### config.mk
export PLATFORM = sky130hd
export DESIGN_NAME = mdio_access_reg
export DESIGN_NICKNAME = d
export VERILOG_FILES = /design/src/rtl/mdio_pkg.sv /design/src/rtl/mdio_clk_div.sv /design/src/rtl/mdio_frame_shifter.sv /design/src/rtl/mdio_access_reg.sv
export SDC_FILE = /design/constraint.sdc
export NUM_CORES = 1
export LEC_CHECK = 0
export ABC_AREA = 1
export CORE_ASPECT_RATIO = 1.1
export CORE_MARGIN = 2
export CORE_UTILIZATION = 42
export DETAILED_ROUTE_END_ITERATION = 10
export GPL_TIMING_DRIVEN = 0
export PLACE_DENSITY_LB_ADDON = 0.15
export SYNTH_ARGS = -nofsm -noshare
export SYNTH_HDL_FRONTEND = slang
export SYNTH_HIERARCHICAL = 1
export SYNTH_SLANG_ARGS = --single-unit
export TNS_END_PERCENT = 50
### constraint.sdc
create_clock -name clk -period 1.8 [get_ports clk]
set_input_delay 0.27 -clock clk [delete_from_list [all_inputs] [get_ports clk]]
set_output_delay 0.27 -clock clk [all_outputs]
set_load 0.02 [all_outputs]
### src/rtl/mdio_pkg.sv
package mdio_pkg;
    localparam int FRAME_BITS = 64;
    localparam int TA_BIT     = 46;
    localparam int DATA_BIT   = 48;
    localparam int LAST_BIT   = FRAME_BITS - 1;

    typedef struct packed {
        logic                  busy;
        logic                  is_rd;
        logic [5:0]            bit_cnt;
        logic [FRAME_BITS-1:0] shreg;
        logic [15:0]           rdsh;
    } shift_state_t;

    typedef struct packed {
        logic        flag;
        logic [4:0]  addr;
        logic [15:0] data;
    } host_reg_t;
endpackage

### src/rtl/mdio_clk_div.sv
module mdio_clk_div #(
    parameter int HALF_DIV = 2
) (
    input  logic clk,
    input  logic rst_n,
    input  logic en,
    output logic mdc,
    output logic tick_rise,
    output logic tick_fall
);
    localparam int CW = (HALF_DIV > 1) ? $clog2(HALF_DIV) : 1;

    typedef struct packed {
        logic [CW-1:0] cnt;
        logic          mdc;
    } div_state_t;

    div_state_t d, q;
    logic       wrap;

    generate
        if (HALF_DIV == 1) begin : g_nodiv
            assign wrap = 1'b1;
        end else begin : g_div
            assign wrap = (q.cnt == CW'(HALF_DIV - 1));
        end
    endgenerate

    always_comb begin
        d = q;
        if (!en) begin
            d.cnt = '0;
            d.mdc = 1'b0;
        end else if (wrap) begin
            d.cnt = '0;
            d.mdc = ~q.mdc;
        end else begin
            d.cnt = q.cnt + 1'b1;
        end
    end

    always_ff @(posedge clk or negedge rst_n) begin
        if (!rst_n) q <= '0;
        else        q <= d;
    end

    assign mdc       = q.mdc;
    assign tick_rise = en && wrap && !q.mdc;
    assign tick_fall = en && wrap &&  q.mdc;
endmodule

### src/rtl/mdio_frame_shifter.sv
module mdio_frame_shifter
    import mdio_pkg::*;
#(
    parameter logic [4:0] PHY_ADDR = 5'd1
) (
    input  logic        clk,
    input  logic        rst_n,
    input  logic        start,
    input  logic        is_read,
    input  logic [4:0]  reg_addr,
    input  logic [15:0] wr_data,
    input  logic        tick_rise,
    input  logic        tick_fall,
    input  logic        mdio_in,
    output logic        busy,
    output logic        done,
    output logic [15:0] rd_data,
    output logic        mdio_out,
    output logic        mdio_oe
);
    shift_state_t d, q;

    always_comb begin
        d    = q;
        done = 1'b0;
        if (start && !q.busy) begin
            d.busy    = 1'b1;
            d.is_rd   = is_read;
            d.bit_cnt = '0;
            d.rdsh    = '0;
            d.shreg   = {32'hFFFF_FFFF, 2'b01, (is_read ? 2'b10 : 2'b01),
                         PHY_ADDR, reg_addr, 2'b10, wr_data};
        end else if (q.busy) begin
            if (tick_rise && q.is_rd && q.bit_cnt >= 6'(DATA_BIT))
                d.rdsh = {q.rdsh[14:0], mdio_in};
            if (tick_fall) begin
                d.shreg = {q.shreg[FRAME_BITS-2:0], 1'b0};
                if (q.bit_cnt == 6'(LAST_BIT)) begin
                    d.busy = 1'b0;
                    done   = 1'b1;
                end else begin
                    d.bit_cnt = q.bit_cnt + 1'b1;
                end
            end
        end
    end

    always_ff @(posedge clk or negedge rst_n) begin
        if (!rst_n) q <= '0;
        else        q <= d;
    end

    assign busy     = q.busy;
    assign rd_data  = q.rdsh;
    assign mdio_out = q.shreg[FRAME_BITS-1];
    assign mdio_oe  = q.busy && !(q.is_rd && q.bit_cnt >= 6'(TA_BIT));
endmodule

### src/rtl/mdio_access_reg.sv
module mdio_access_reg
    import mdio_pkg::*;
#(
    parameter int         HALF_DIV = 2,
    parameter logic [4:0] PHY_ADDR = 5'd1
) (
    input  logic        clk,
    input  logic        rst_n,
    input  logic        host_wr_en,
    input  logic [31:0] host_wdata,
    output logic [31:0] host_rdata,
    output logic        mdc,
    output logic        mdio_out,
    output logic        mdio_oe,
    input  logic        mdio_in
);
    host_reg_t   d, q;
    logic        busy, done, start, tick_rise, tick_fall;
    logic [15:0] rd_data;
    logic        unused_wbits;

    assign unused_wbits = ^host_wdata[30:21];
    assign start        = host_wr_en && !busy;

    mdio_clk_div #(.HALF_DIV(HALF_DIV)) u_div (
        .clk(clk), .rst_n(rst_n), .en(busy),
        .mdc(mdc), .tick_rise(tick_rise), .tick_fall(tick_fall)
    );

    mdio_frame_shifter #(.PHY_ADDR(PHY_ADDR)) u_shift (
        .clk(clk), .rst_n(rst_n), .start(start),
        .is_read(!host_wdata[31]), .reg_addr(host_wdata[20:16]),
        .wr_data(host_wdata[15:0]), .tick_rise(tick_rise),
        .tick_fall(tick_fall), .mdio_in(mdio_in), .busy(busy),
        .done(done), .rd_data(rd_data), .mdio_out(mdio_out),
        .mdio_oe(mdio_oe)
    );

    always_comb begin
        d = q;
        if (start) begin
            d.flag = host_wdata[31];
            d.addr = host_wdata[20:16];
            d.data = host_wdata[15:0];
        end else if (done) begin
            if (q.flag) begin
                d.flag = 1'b0;
            end else begin
                d.flag = 1'b1;
                d.data = rd_data;
            end
        end
    end

    always_ff @(posedge clk or negedge rst_n) begin
        if (!rst_n) q <= '0;
        else        q <= d;
    end

    assign host_rdata = {q.flag, 10'b0, q.addr, q.data};
endmodule

Yosys cells after proc, flatten, opt, wreduce, memory -nomap -nowiden
Index checks and enable logic that the tools add are counted.

Add/sub/neg operators: 2. Order comparisons: 2. Eq/ne operators: 4. Mux-type cells: 23. Bitwise gates (word level): 1. Reductions and logical operators: 21.

Operator list (number): 2-to-1 mux 86 bit (2); 2-to-1 mux 70 bit (1); 2-to-1 mux 16 bit (4); 2-to-1 mux 1 bit (13); greater-or-equal comparator 6 bit (second input constant) (2); logical AND 1 bit (9); nonzero test 2 bit (4); adder 6 x 1 -> 6 bit (second input constant) (1); == test 6 bit (second input constant) (1); 2-to-1 mux 6 bit (1); AND reduction 2 bit (3); zero test 1 bit (4); 2-to-1 mux 2 bit (2); != test 2 x 1 -> 1 bit (second input constant) (2); AND reduction 3 bit (1); != test 2 bit (second input constant) (1); adder 1 bit (second input constant) (1); inverter 1 bit (1).

Register bits: 112. Input port bits: 36. Output and inout bits: 35. Logic and storage cells: 63.

Depth between registers and ports, before layout
Gate-level depths: netlist (run 1).

Depth after elaboration: 7. Depth in mapped cells: 12. Depth with buffers taken out: 10.

Hierarchy
Netlist (run 1), hierarchy kept.

By module, submodules not included: mdio_frame_shifter (times used 1, cells each 394, area an instance 3753.6 µm²); mdio_access_reg (times used 1, cells each 179, area an instance 1288.7 µm²); mdio_clk_div (times used 1, cells each 12, area an instance 90.1 µm²).

Worst setup path after synthesis (run 1)
Ideal clock, no wire load.

Path kind: register -> register. Start: reg u_shift.q (netlist bit u_shift/busy). End: reg q (netlist bit host_rdata[0]). Library setup time: 0.117 ns. Arrival time: 1.810 ns. Data required time: 1.683 ns. Setup slack: -0.127 ns. Cell stages (with the launch flop): 13. Path buffers: 3. Path through: dfrtp_1 > nand2_1 > nor2_1 > nand2_2 > buf_2 > buf_2 > nor2_1 > nand2_1 > nand2_8 > inv_6 > buf_6 > nand2_1 > nand2_1.

Cells in the longest elaborated chain, start to end: 7.

RTL lines: start, declared (RTL line mdio_frame_shifter.sv:21) `shift_state_t d, q;`; start signal, assigned (RTL line mdio_frame_shifter.sv:49) `if (!rst_n) q <= '0;`; start signal, assigned (RTL line mdio_frame_shifter.sv:50) `else q <= d;`; logical AND 1 bit (2 in a row) (RTL line mdio_clk_div.sv:49) `assign tick_fall = en && wrap && q.mdc;`; net tick_fall (RTL line mdio_access_reg.sv:18) `logic busy, done, start, tick_rise, tick_fall;`; 2-to-1 mux 1 bit (RTL line mdio_frame_shifter.sv:36) `if (tick_fall) begin`; 2-to-1 mux 1 bit (RTL line mdio_frame_shifter.sv:33) `end else if (q.busy) begin`; 2-to-1 mux 1 bit (RTL line mdio_frame_shifter.sv:26) `if (start && !q.busy) begin`; net done (RTL line mdio_access_reg.sv:18); nonzero test 2 bit (no source line); AND reduction 2 bit (no source line); end signal, assigned (RTL line mdio_access_reg.sv:56) `if (!rst_n) q <= '0;`; end signal, assigned (RTL line mdio_access_reg.sv:57) `else q <= d;`; end, declared (RTL line mdio_access_reg.sv:17) `host_reg_t d, q;`.

The timed path passes the listed nets, and every way through them passes these cells. A chain may end at the register's enable or synchronous reset.

Worst setup path after layout (run 1)
Start: reg u_shift.q (netlist bit u_shift/busy). End: reg q (netlist bit host_rdata[6]).

The elaborated chain is that of the path after synthesis.

==> reports/qor.yml, run 1 <==
status: "finished, final reports clean"
syn_inst: 585
grt_pass1_wl_mm: 18.00
p_total_mw: 8.916
port-buffer-count: 49
initial_core_util_pct: 42.84
cp_top_family: "simple AND/OR/NAND/NOR gates"
ys_warn_count: 6
synth_ff_type: "dfrtp_1"
intPower_mw: 6.017
clock_latency_ps: 360
crit_buf_inv: 4
layout.cells.non_filler: 822
combPwrFrac_pct: 31.8
skew_ps: 6.187
slowest_delay_ps: 410
n_fill_cell: 1122
path_clk_slew_ps: 70
first_pass_iters: 4
ys_seq_area_share_pct: 54.61
ios: 71
clock-sinks: 112
cp_cell_sequence: "nand2_1 > nor2_2 > nand2_2 > buf_6 > buf_6 > nor2_4 > nand2_4 > nand2_8 > inv_6 > buf_6 > nand2_1 > nand2_1"
tns_ps: 0
final-max-slew-violation-count: 0
pre_cts_ws_ps: -299.7
switching_share_pct: 32.51
grt_overflow: 0
hpwl_mm: 7.553
n_antenna_cell: 0
arrival_ps: 1910
power_density_mw_per_mm2: 1405
seq_area_mm2: 0.002805
vias: 3912
avgSynthCellArea_um2: 8.773
grt_pass1_vias: 3896
ys_ff_latch: 112
drt_iter0_markers: 206
fin_crit_sh_pct: 92.39
final_cell_mix: "nand2_1, inv_1, dfrtp_1"
p_leak_nw: 3.274
wl_mm: 10.75
crit_required_ps: 2050
cp-end-kind: "register"
ant_nets: 0
grt_max_degree: 58
critPathMaxFanout: 10
dieArea_mm2: 0.01312
fmax_mhz: 601.3
hp-class: "primary input to register"
htree_levels: 3
grt_use_total_pct: 17.71
synth_enable_flop_cells: 0
dieWidth_um: 109.4
ys_async_sr_fraction_pct: 100.0
worstMarginPinSlew_ps: 738.5
hold_viol: 0
cts_buffer_depth: 2
p_clk_share_pct: 25.6
cts_tree: "done"
vias_per_cell: 4.759
row_count: 42
final_common_cell: "nand2_1"
period_needed_ps: 1663
die_y_um: 119.9
drc: 0
synth_cell_types: 30
power.switching_mw: 2.898
irDropWorstVdd_mv: 1.240
fin_nets: 700
slew_headroom_pct: 50.77
drive_above_1_share_pct: 14.52
root_buffer: "clkbuf_16"
cap_violations: 0
worstSetupStartpointType: "register"
syn2layout_area_growth_pct: 23.62
wl_per_cell_um: 13.08
rsz0062_at_grt: "true"
dpl.cell_count: 798
multi_input_area_mm2: 0.001613
crit_type: "register to register"
layout_setup_ws_ps: 137.1
cts_buffers: 9
critPathSlowestCell: "dfrtp_2"
setup_violations: 0
power_frac_seq_pct: 42.7
synthesis.area_mm2: 0.005132
fp.coreArea_mm2: 0.01198
gp_congestion: 0.7384
antenna_found_initial: 0
## power by group through the flow
stage / logic [mW] / registers (mW) / clock network (mW)
after detailed placement: 2.75 / 3.85 / 0
after floorplan: 1.64 / 4.00 / 0
after CTS: 2.81 / 3.81 / 2.34
after global routing: 3.18 / 3.91 / 2.44
after global placement: 2.67 / 3.83 / 0
final: 2.83 / 3.81 / 2.28
## timing repair
action	4_1_cts	5_1_grt
resized for setup	9	11
hold buffers	1	0
setup endpoints to repair	57	54
pin swaps	1	4
hold endpoints to repair	5	0
setup buffers	4	3
## kinds of logic (layout without fill, tap and decap cells)
logic type / count (synthesis) / in the layout / synth area share, %
other: 1 / 10 / 0.07306
adder cells (fa/ha/maj): 1 / 1 / 0.2437
AND/OR/NAND/NOR: 235 / 235 / 19.89
buffers and inverters: 167 / 241 / 15.48
AO/OA/AOI/OAI: 69 / 69 / 9.703
flip-flops: 112 / 112 / 54.61
## per-stage QoR
stage,hold slack (ps),cell area [um2],util [%]
floorplan,-25.59,5174,-
global placement,457.0,5857,48.88
detailed placement,380.3,5882,49.09
CTS,272.6,6290,52.50
global route,287.3,6345,52.96
finish,282.4,6345,52.96
## flip-flops by register name, summed over array words and instances (netlist names)
name	cells
u_shift/q	70
host_rdata	22
u_shift/rd_data	16
u_div/mdc	1
u_div/wrap	1
u_shift/busy	1
u_shift/mdio_out	1
## synthesized netlist by cell type, types with 2 or more instances
library cell / n / area share, %
o221ai_1: 20 / 3.4
dfrtp_1: 112 / 55
o21ai_1: 2 / 0.20
nand3_1: 57 / 5.6
nand2_1: 148 / 11
inv_2: 4 / 0.29
nor2_1: 18 / 1.3
buf_4: 29 / 4.2
o22ai_1: 21 / 2.6
a21oi_1: 2 / 0.20
buf_6: 5 / 1.1
nand2_8: 2 / 0.78
nand2_2: 3 / 0.37
nand4_1: 2 / 0.24
inv_1: 111 / 8.1
o21ai_0: 4 / 0.39
buf_2: 13 / 1.3
clkbuf_1: 4 / 0.29
a22oi_1: 17 / 2.5
## routing by layer
layer | share of wire, % | track usage (%) | wire length (um)
met2 | 50 | 29.44 | 5382
met4 | 0.60 | 4.747 | 65
met3 | 3.1 | 5.540 | 334
met1 | 46 | 22.17 | 4970
met5 | 0 | 0 | 0
## area by class of cell
cell class / instances / area share [%]
Sequential cell: 112 / 44.21
Multi-Input combinational cell: 315 / 25.42
Timing Repair Buffer: 58 / 9.032
Inverter: 116 / 7.001
Buffer: 51 / 5.857
Clock buffer: 9 / 3.550
Tap cell: 154 / 3.037
Clock inverter: 7 / 1.893
## worst min-delay path, stage by stage
cell and delay, ps:
buf_6 120, nand3_1 80, nand3_1 80, nand2_1 60
## worst paths after layout
kind	start	endpoint	slack (ps)	depth (start not counted)
max	u_shift/busy$_DFF_PN0_	host_rdata[6]$_DFFE_PN0P_	140	12
min	host_wr_en	host_rdata[9]$_DFFE_PN0P_	280	4
max reg2reg	u_shift/busy$_DFF_PN0_	host_rdata[6]$_DFFE_PN0P_	140	12
min reg2reg	u_div/wrap$_DFF_PN0_	u_div/wrap$_DFF_PN0_	480	1
max in group asynchronous	rst_n	u_shift/q[31]$_DFFE_PN0P_	570	3
min in group asynchronous	rst_n	u_shift/q[53]$_DFFE_PN0P_	500	2
Note: power is estimated with default switching activity, not from simulation.
==> run 2, diff against run 1 <==
MAX_ROUTING_LAYER = met4   (was not set)
==> reports/qor.yml, run 2 (synthesized netlist as in run 1, its figures left out) <==
status: "finished, final reports clean"
final_cell_mix: "nand2_1, inv_1, dfrtp_1"
grt_max_degree: 58
wl_mm: 10.73
power_density_mw_per_mm2: 1406
slew_headroom_pct: 50.80
hold_viol: 0
row_count: 42
top_register: "u_shift/q"
fp.coreArea_mm2: 0.01198
die_y_um: 119.9
antenna_found_initial: 0
layout_setup_ws_ps: 131.1
htree_levels: 3
arrival_ps: 1900
grt_pass1_wl_mm: 18.00
ios: 71
period_needed_ps: 1669
hp-class: "primary input to register"
worstSetupStartpointType: "register"
pre_cts_ws_ps: -299.7
cp-end-kind: "register"
crit_required_ps: 2030
final-max-slew-violation-count: 0
ant_nets: 0
cts_buffers: 9
root_buffer: "clkbuf_16"
clock-sinks: 112
fin_crit_sh_pct: 92.71
cts_tree: "done"
grt_use_total_pct: 18.20
grt_pass1_vias: 3882
cap_violations: 0
drt_iter0_markers: 175
worstMarginPinSlew_ps: 738.1
port-buffer-count: 49
vias_per_cell: 4.756
irDropWorstVdd_mv: 1.242
skew_ps: 6.565
hold_path_depth: 4
gp_congestion: 0.7475
crit_type: "register to register"
p_leak_nw: 3.283
drc: 0
clock_latency_ps: 360
vias: 3914
path_clk_slew_ps: 70
final_common_cell: "nand2_1"
n_antenna_cell: 0
hold_slack_ps: 284.0
first_pass_iters: 4
fmax_mhz: 599.2
p_total_mw: 8.945
dieWidth_um: 109.4
grt_overflow: 0
syn2layout_area_growth_pct: 23.94
wl_per_cell_um: 13.04
initial_core_util_pct: 42.84
r2r_cells: 8
critPathMaxFanout: 10
hpwl_mm: 7.553
cts_buffer_depth: 2
dieArea_mm2: 0.01312
drive_above_1_share_pct: 14.65
setup_violations: 0
fin_nets: 701
largest_register_ff_count: 70
==> run 2: cell count changes in the layout (fill, tap and decap cells not counted) <==
cell / before / now
buf_12: 0 / 1
buf_4: 37 / 38
buf_6: 7 / 6
==> run 2: through the flow <==
step	util [%]	setup TNS, ps	instances	cell area [um2]
after floorplan	-	0	594	5174
after global placement	48.88	-434530	797	5857
after detailed placement	49.09	-9366	798	5882
after CTS	52.50	0	819	6290
after global routing	53.09	-0.2600	823	6361
final	53.09	0	823	6361
==> run 2: metal layers <==
| layer | vias up | track usage (%) | wire (um) |
|---|---|---|---|
| met2 | 43 | 29.48 | 5365 |
| met3 | 5 | 5.269 | 310 |
| met1 | 1896 | 22.32 | 4965 |
| met4 | 0 | 4.747 | 89 |
| met5 | - | - | 0 |
| li1 | 1970 | - | - |
==> run 2: repair_timing <==
action | in CTS | in global routing
hold buffers | 1 | 0
endpoints found under the setup margin | 57 | 54
pin swaps | 1 | 5
hold endpoints to repair | 5 | 0
buffers inserted | 4 | 4
gates cloned | 0 | 0
resized for setup | 9 | 13
==> run 2: final timing paths <==
| path | from | end | slack [ps] |
|---|---|---|---|
| worst min-delay path | host_wr_en | host_rdata[9]$_DFFE_PN0P_ | 280 |
| min in group asynchronous | rst_n | u_shift/q[53]$_DFFE_PN0P_ | 500 |
| worst max-delay path | u_shift/busy$_DFF_PN0_ | u_shift/rd_data[9]$_DFFE_PN0P_ | 130 |
| max in group asynchronous | rst_n | u_shift/q[32]$_DFFE_PN0P_ | 560 |
| worst max register to register | u_shift/busy$_DFF_PN0_ | u_shift/rd_data[9]$_DFFE_PN0P_ | 130 |
| worst min register to register | u_div/wrap$_DFF_PN0_ | u_div/wrap$_DFF_PN0_ | 480 |
==> run 2: worst max-delay path, cell delays in order, from the launching register on <==
cell and delay [ps]:
dfrtp_2 410, buf_4 130, buf_4 150, nand3_1 110
inv_1 110, nand4_4 190, nand2_2 170, buf_4 190
o22ai_1 90
==> run 2: final cells by class <==
class,instances,area [um2]
Timing Repair Buffer,59,580.6
Buffer,51,380.4
Sequential cell,112,2805
Fill cell,1122,5620
Inverter,116,444.2
Multi-Input combinational cell,315,1613
Clock inverter,7,120.1
Clock buffer,9,225.2
Tap cell,154,192.7
==> run 2: power by group <==
| part | internal [mW] | total (mW) | switching (mW) |
|---|---|---|---|
| combinational | 1.28 | 2.87 | 1.59 |
| sequential | 3.40 | 3.80 | 0.402 |
| clock | 1.36 | 2.27 | 0.912 |
==> run 3, diff against run 2 <==
GPL_ROUTABILITY_DRIVEN = 0   (was not set)
==> results of run 3 <==
Final layout, timing and power as in run 2 (identical DEF).
